### src/rtl/slc_rx_pkg.sv
package slc_rx_pkg;
  localparam int SF_BITS     = 36;
  localparam int FS_BITS     = 12;
  localparam int FS_PER_BYTE = 6;
  localparam int BYTE_W      = 8;
  localparam int STACK_BYTES = 5;
  localparam int STACK_W     = BYTE_W * STACK_BYTES;
  localparam int D_BITS      = SF_BITS - FS_BITS;
  localparam int CNT_W       = $clog2(SF_BITS + 1);

  // Map a captured word (first bit in the MSB) onto the stack image.
  function automatic logic [STACK_W-1:0] pack_stack(input logic [SF_BITS-1:0] w);
    logic [STACK_W-1:0] s;
    s = '0;
    for (int k = 0; k < FS_BITS; k++) begin
      s[STACK_W - 1 - BYTE_W*(k / FS_PER_BYTE) - (BYTE_W - FS_PER_BYTE) - (k % FS_PER_BYTE)]
        = w[SF_BITS - 1 - k];
    end
    s[D_BITS-1:0] = w[D_BITS-1:0];
    return s;
  endfunction
endpackage

### src/rtl/slc_rx_collect.sv
module slc_rx_collect
  import slc_rx_pkg::*;
(
  input  logic               clk,
  input  logic               rst_n,
  input  logic               rx_bit,
  input  logic               bit_valid,
  input  logic               sf_start,
  input  logic               sf_aligned,
  output logic               done_o,
  output logic               discard_o,
  output logic [SF_BITS-1:0] word_o
);
  logic               active_q;
  logic [CNT_W-1:0]   cnt_q;
  logic [SF_BITS-1:0] sh_q;
  logic               take_bit;
  logic               last_bit;

  assign take_bit  = sf_aligned && bit_valid && (sf_start || active_q);
  assign last_bit  = active_q && !sf_start && (cnt_q == CNT_W'(SF_BITS - 1));
  assign done_o    = sf_aligned && bit_valid && last_bit;
  assign discard_o = !sf_aligned && active_q;
  assign word_o    = {sh_q[SF_BITS-2:0], rx_bit};

  always_ff @(posedge clk) begin
    if (!rst_n) begin
      active_q <= 1'b0;
      cnt_q    <= '0;
      sh_q     <= '0;
    end else if (!sf_aligned) begin
      active_q <= 1'b0;
      cnt_q    <= '0;
    end else if (take_bit) begin
      sh_q <= {sh_q[SF_BITS-2:0], rx_bit};
      if (sf_start) begin
        active_q <= 1'b1;
        cnt_q    <= CNT_W'(1);
      end else if (last_bit) begin
        active_q <= 1'b0;
        cnt_q    <= '0;
      end else begin
        cnt_q <= cnt_q + CNT_W'(1);
      end
    end
  end
endmodule

### src/rtl/slc_rx_commit.sv
module slc_rx_commit
  import slc_rx_pkg::*;
(
  input  logic               clk,
  input  logic               rst_n,
  input  logic               commit,
  input  logic [SF_BITS-1:0] word,
  input  logic               flag_rd,
  output logic [STACK_W-1:0] stack_o,
  output logic               ready_o,
  output logic               irq_o
);
  logic [STACK_W-1:0] image;
  assign image = pack_stack(word);

  for (genvar b = 0; b < STACK_BYTES; b++) begin : g_byte
    always_ff @(posedge clk) begin
      if (!rst_n)      stack_o[b*BYTE_W +: BYTE_W] <= '0;
      else if (commit) stack_o[b*BYTE_W +: BYTE_W] <= image[b*BYTE_W +: BYTE_W];
    end
  end

  always_ff @(posedge clk) begin
    if (!rst_n) begin
      ready_o <= 1'b0;
      irq_o   <= 1'b0;
    end else begin
      irq_o <= commit;
      if (commit)       ready_o <= 1'b1;
      else if (flag_rd) ready_o <= 1'b0;
    end
  end
endmodule

### src/rtl/slc_rx_stack.sv
module slc_rx_stack
  import slc_rx_pkg::*;
(
  input  logic               clk,
  input  logic               rst_n,
  input  logic               rx_bit,
  input  logic               bit_valid,
  input  logic               sf_start,
  input  logic               sf_aligned,
  input  logic               flag_rd,
  output logic [STACK_W-1:0] stack_o,
  output logic               ready_o,
  output logic               irq_o
);
  logic               commit_evt;
  logic               discard_evt;
  logic [SF_BITS-1:0] word;

  slc_rx_collect u_collect (
    .clk        (clk),
    .rst_n      (rst_n),
    .rx_bit     (rx_bit),
    .bit_valid  (bit_valid),
    .sf_start   (sf_start),
    .sf_aligned (sf_aligned),
    .done_o     (commit_evt),
    .discard_o  (discard_evt),
    .word_o     (word)
  );

  slc_rx_commit u_commit (
    .clk     (clk),
    .rst_n   (rst_n),
    .commit  (commit_evt),
    .word    (word),
    .flag_rd (flag_rd),
    .stack_o (stack_o),
    .ready_o (ready_o),
    .irq_o   (irq_o)
  );
endmodule

### config.mk
export PLATFORM = sky130hd
export DESIGN_NAME = slc_rx_stack
export DESIGN_NICKNAME = d
export VERILOG_FILES = /design/src/rtl/slc_rx_pkg.sv /design/src/rtl/slc_rx_collect.sv /design/src/rtl/slc_rx_commit.sv /design/src/rtl/slc_rx_stack.sv
export SDC_FILE = /design/constraint.sdc
export NUM_CORES = 1
export LEC_CHECK = 0
export CORE_MARGIN = 2
export CORE_UTILIZATION = 48
export DETAILED_ROUTE_END_ITERATION = 7
export PLACE_DENSITY = 0.76
export SKIP_CTS_REPAIR_TIMING = 1
export SYNTH_ARGS = -nofsm -noshare
export SYNTH_HDL_FRONTEND = slang
export SYNTH_HIERARCHICAL = 1
export SYNTH_SLANG_ARGS = --single-unit
export TNS_END_PERCENT = 30
### constraint.sdc
create_clock -name clk -period 2 [get_ports clk]
set_clock_uncertainty 0.1 [all_clocks]
set_input_delay 0.6 -clock clk [delete_from_list [all_inputs] [get_ports clk]]
set_output_delay 0.6 -clock clk [all_outputs]
set_load 0.1 [all_outputs]
# Yosys cells after proc, flatten, opt, wreduce, memory -nomap -nowiden
# Cells that the tools add are included.
# totals
regBits,80
out_inout_bits,42
in_bits,7
elab_cells,30
# op_classes
n_reduce_logical,12
n_addsub,1
muxes,6
n_eq_ne,1
# op_table
cell,n
two-way mux 6 bit,2
"adder 6 x 1 -> 6 bit, second input constant",1
"== test 6 bit, second input constant",1
AND reduction 2 bit,3
logical AND 1 bit,5
two-way mux 1 bit,4
nonzero test 2 bit,2
zero test 1 bit,1
logical OR 1 bit,1

# Longest topological paths before layout
# logic_depth
ltp_word,5
mapped_depth,7
mapped_depth_nobuf,5

# Modules after synthesis
# Netlist, hierarchy kept.
# by_module_without_submodules
mod,cells_per_inst,n_inst,area_each_um2,seq_area_each_um2
slc_rx_collect,202,1,1740.4,840.8
slc_rx_commit,126,1,1465.2,760.7

# Worst setup path after synthesis
# OpenSTA, ideal clock, no wires.
# synth_path
path_type,input -> register
start,input sf_aligned
end,register u_commit.stack_o[10]
path_slack_ns,0.009
path_buffers,3
arrival_ns,1.771
setup_ns,0.120
required_time_ns,1.780
stages,7
cell_sequence,buf_6 -> nand2_1 -> nor4_1 -> buf_6 -> buf_8 -> mux2i_1 -> nor2b_1
# synth_via
elab_chain_len,2
# synth_rtl
element,line_no,text
from (decl),slc_rx_stack.sv:9,"input logic sf_aligned,"
logical AND 1 bit (2 in series),slc_rx_collect.sv:22,assign done_o = sf_aligned && bit_valid && last_bit;
via commit_evt,slc_rx_stack.sv:15,logic commit_evt;
"to (signal, indexed assignment)",slc_rx_commit.sv:19,else if (commit) stack_o[b*BYTE_W +: BYTE_W] <= image[b*BYTE_W +: BYTE_W];
to (decl),slc_rx_commit.sv:9,"output logic [STACK_W-1:0] stack_o,"
# The timed path passes the listed nets, and every way through them passes these cells.
# A chain may end at the register's enable or synchronous reset.

# Worst setup path after layout
# layout_path
start,register u_collect.cnt_q[0]
end,register u_commit.stack_o[32]
# layout_via
elab_chain_len,3
# layout_rtl
element,line_no,text
from (decl),slc_rx_collect.sv:15,logic [CNT_W-1:0] cnt_q;
from (signal assigned),slc_rx_collect.sv:43,cnt_q <= cnt_q + CNT_W'(1);
== test 6 bit,slc_rx_collect.sv:21,assign last_bit = active_q && !sf_start && (cnt_q == CNT_W'(SF_BITS - 1));
logical AND 1 bit,slc_rx_collect.sv:21,
logical AND 1 bit,slc_rx_collect.sv:22,
via commit_evt,slc_rx_stack.sv:15,
# The timed path passes the listed nets, and every way through them passes these cells.

==> impl_metrics.tcl <==
set metrics [dict create \
    status "complete, no violations" \
    min-delay-start "u_collect/sh_q[34]$_SDFFE_PN0P_" \
    yosysWarnings 6 \
    grt.total_usage_pct 17.5 \
    htreeDepth 3 \
    drtPass1Iterations 4 \
    routedWlPerCell_microns 13.8 \
    worst_hold_end "u_collect/sh_q[34]$_SDFFE_PN0P_" \
    synth_cells 327 \
    p_int_w 0.00215 \
    numClockSinks 80 \
    power.share.clock_pct 37.5 \
    initial_utilization_pct 50.1 \
    regToRegStartpoint "u_collect/cnt_q[0]$_SDFFE_PN0P_" \
    layout.nets 386 \
    pin_count 49 \
    cp_data_arrival_time_ns 2.03 \
    ant_nets 0 \
    timing.fmax_ghz 0.527 \
    crit_path_start_kind "flop" \
    critical_path_data_required_time_ns 2.13 \
    floorplan.die_area_sq_um 7330 \
    reported_net_switching_power_w 0.000628 \
    vias 2366 \
    timing.hold.ws_ns 0.359 \
    cts_tree "built" \
    clock_pin_slew_worst_setup_and_hold_paths_ns 0.07 \
    drive_above_1_share_pct 21.7 \
    buffer_cell_driving_the_clock_tree_root "clkbuf_8" \
    die_width_microns 85.6 \
    r2r.worst_path.cells 7 \
    timing.final.max_slew_violations 0 \
    fin_cells 459 \
    total_detailed_routing_wirelength_microns 6350 \
    fp.dieH_microns 85.6 \
    setup_viol_count_final 0 \
    leakagePower_nw 1.51 \
    clock_path_buffers 2 \
    detailed_place_hpwl_microns 4170 \
    gp_routability_congestion 0.752 \
    share_comb_of_total_power_pct 5.0 \
    syn-cell-area_sq_um 3200 \
    clock_insertion_delay_worst_skew_ns 0.34 \
    min_path_cells 2 \
    worst_hold_path_type "reg2reg" \
    fillerInstances 470 \
    cts_made_buffers 9 \
    timing.final.crit_period_ns 1.90 \
    areaGrowthSynthToFinish_pct 37.2 \
    ir_drop_uv 400 \
    critical_path.startpoint "u_collect/cnt_q[0]$_SDFFE_PN0P_" \
    final_min_period_over_clock_period_pct 94.8 \
    syn-mean-instance-area_sq_um 9.78 \
    maxCapViolCount 0 \
    fp.coreArea_sq_um 6390 \
    path_class "reg2reg" \
    r2r_setup_slack_ns 0.10 \
    worstReg2RegEnd "u_commit/stack_o[32]$_SDFFE_PN0P_" \
    final_hold_vio_count 0 \
    worstPathMaxFanout 8 \
    buffer_ports.inserted 44 \
    route.detailed.drc 0 \
    first_iter_violations 125 \
    pin_count_of_the_biggest_net_entering_global_routing 37 \
    placedCellCount 442 \
    avgViaCountPerCell 5.15 \
    p_per_area_nw_per_um2 632 \
    final-seq-area_sq_um 1610 \
    insertedDiodeCount 0 \
    grt_overflow_total 0 \
    area_used_by_multi_input_combinational_logic_sq_um 1440 \
    rsz0062_at_grt "no" \
    timing.critical_path.to_type "flop" \
    placementRows 29 \
    grt_first_pass_wirelength_microns 10200 \
    grt_antenna_before_repair 0 \
    power_frac_seq_pct 57.5 \
    power_switching_share_pct 22.6 \
    vias_in_the_first_global_route 2194 \
]
[registers in the layout, summed over array words and instances, names as in the netlist]
register / count
u_collect/cnt_q: 6
u_commit/ready_o: 1
u_collect/sh_q: 35
u_commit/irq_o: 1
u_collect/active_q: 1
u_commit/stack_o: 36
[metal layers]
layer / routed length [microns] / part of all wire (%) / track usage (%) / vias to the layer above
met5: 0 / 0 / 0 / -
met4: 27 / 0.43 / 7.36 / 0
met3: 300 / 4.7 / 4.23 / 2
met2: 3170 / 50 / 27.4 / 56
met1: 2860 / 45 / 23.3 / 1126
li1: - / - / - / 1182
[worst max-delay path by stage]
| stage | to | slack [ns] | depth (start not counted) |
|---|---|---|---|
| 2_1_floorplan | u_commit/stack_o[10]$_SDFFE_PN0P_ | 0.01 | 7 |
| 3_3_place_gp | u_commit/stack_o[36]$_SDFFE_PN0P_ | -0.34 | 7 |
| 3_5_place_dp | u_commit/stack_o[18]$_SDFFE_PN0P_ | -0.44 | 7 |
| 4_1_cts | u_commit/stack_o[18]$_SDFFE_PN0P_ | -0.08 | 7 |
| 5_1_grt | u_commit/stack_o[8]$_SDFFE_PN0P_ | 0.007 | 7 |
| 6_report | u_commit/stack_o[32]$_SDFFE_PN0P_ | 0.10 | 7 |
[critical path: stages, from the launching register on]
cell,delay [ns]
dfxtp_4,0.37
ha_1,0.17
or2b_4,0.30
nor4_4,0.22
buf_6,0.21
buf_12,0.15
mux2i_1,0.21
nor2b_1,0.07
[power groups by stage]
stage               Combinational (W)  Sequential, W  Clock, W
detailed placement           0.000138        0.00163         0
global route                 0.000148        0.00160   0.00115
global placement             0.000137        0.00163         0
finish                       0.000139        0.00160   0.00104
floorplan                    0.000107        0.00163         0
CTS                          0.000138        0.00160   0.00107
[cell type report]
cell class                 instances  share of cell area (%)
timing repair buffer              64                    24.4
multi-input combinational        223                    32.9
tap                               77                    2.20
clock inverter                     4                   0.456
sequential                        80                    36.6
clock buffer                      11                    3.45
[layout by cell type (no fill, tap or decap), drive strengths merged, types with 2 or more instances in the layout]
master	instances
clkbuf	13
a21boi	35
o21ai	2
nand2	76
o31ai	2
dfxtp	80
clkinv	4
a21oi	3
mux2i	36
dlymetal6s2s	3
nor2b	39
and2	2
a211oi	2
a221oi	3
o211ai	2
buf	57
or3	2
conb	4
clkdlybuf4s50	2
[through the flow]
step           total power [W]  TNS [ns]  instance area, sq um  utilization (%)  setup slack [ns]
2_1_floorplan          0.00174         0                  3210                -            0.0141
3_3_place_gp           0.00177    -22.21                  4130             64.7            -0.339
3_5_place_dp           0.00177    -25.63                  4130             64.7            -0.437
4_1_cts                0.00281     -1.12                  4300             67.4           -0.0784
5_1_grt                0.00289         0                  4390             68.7           0.00727
6_report               0.00277         0                  4390             68.7             0.104
(Power assumes the default switching activity.)
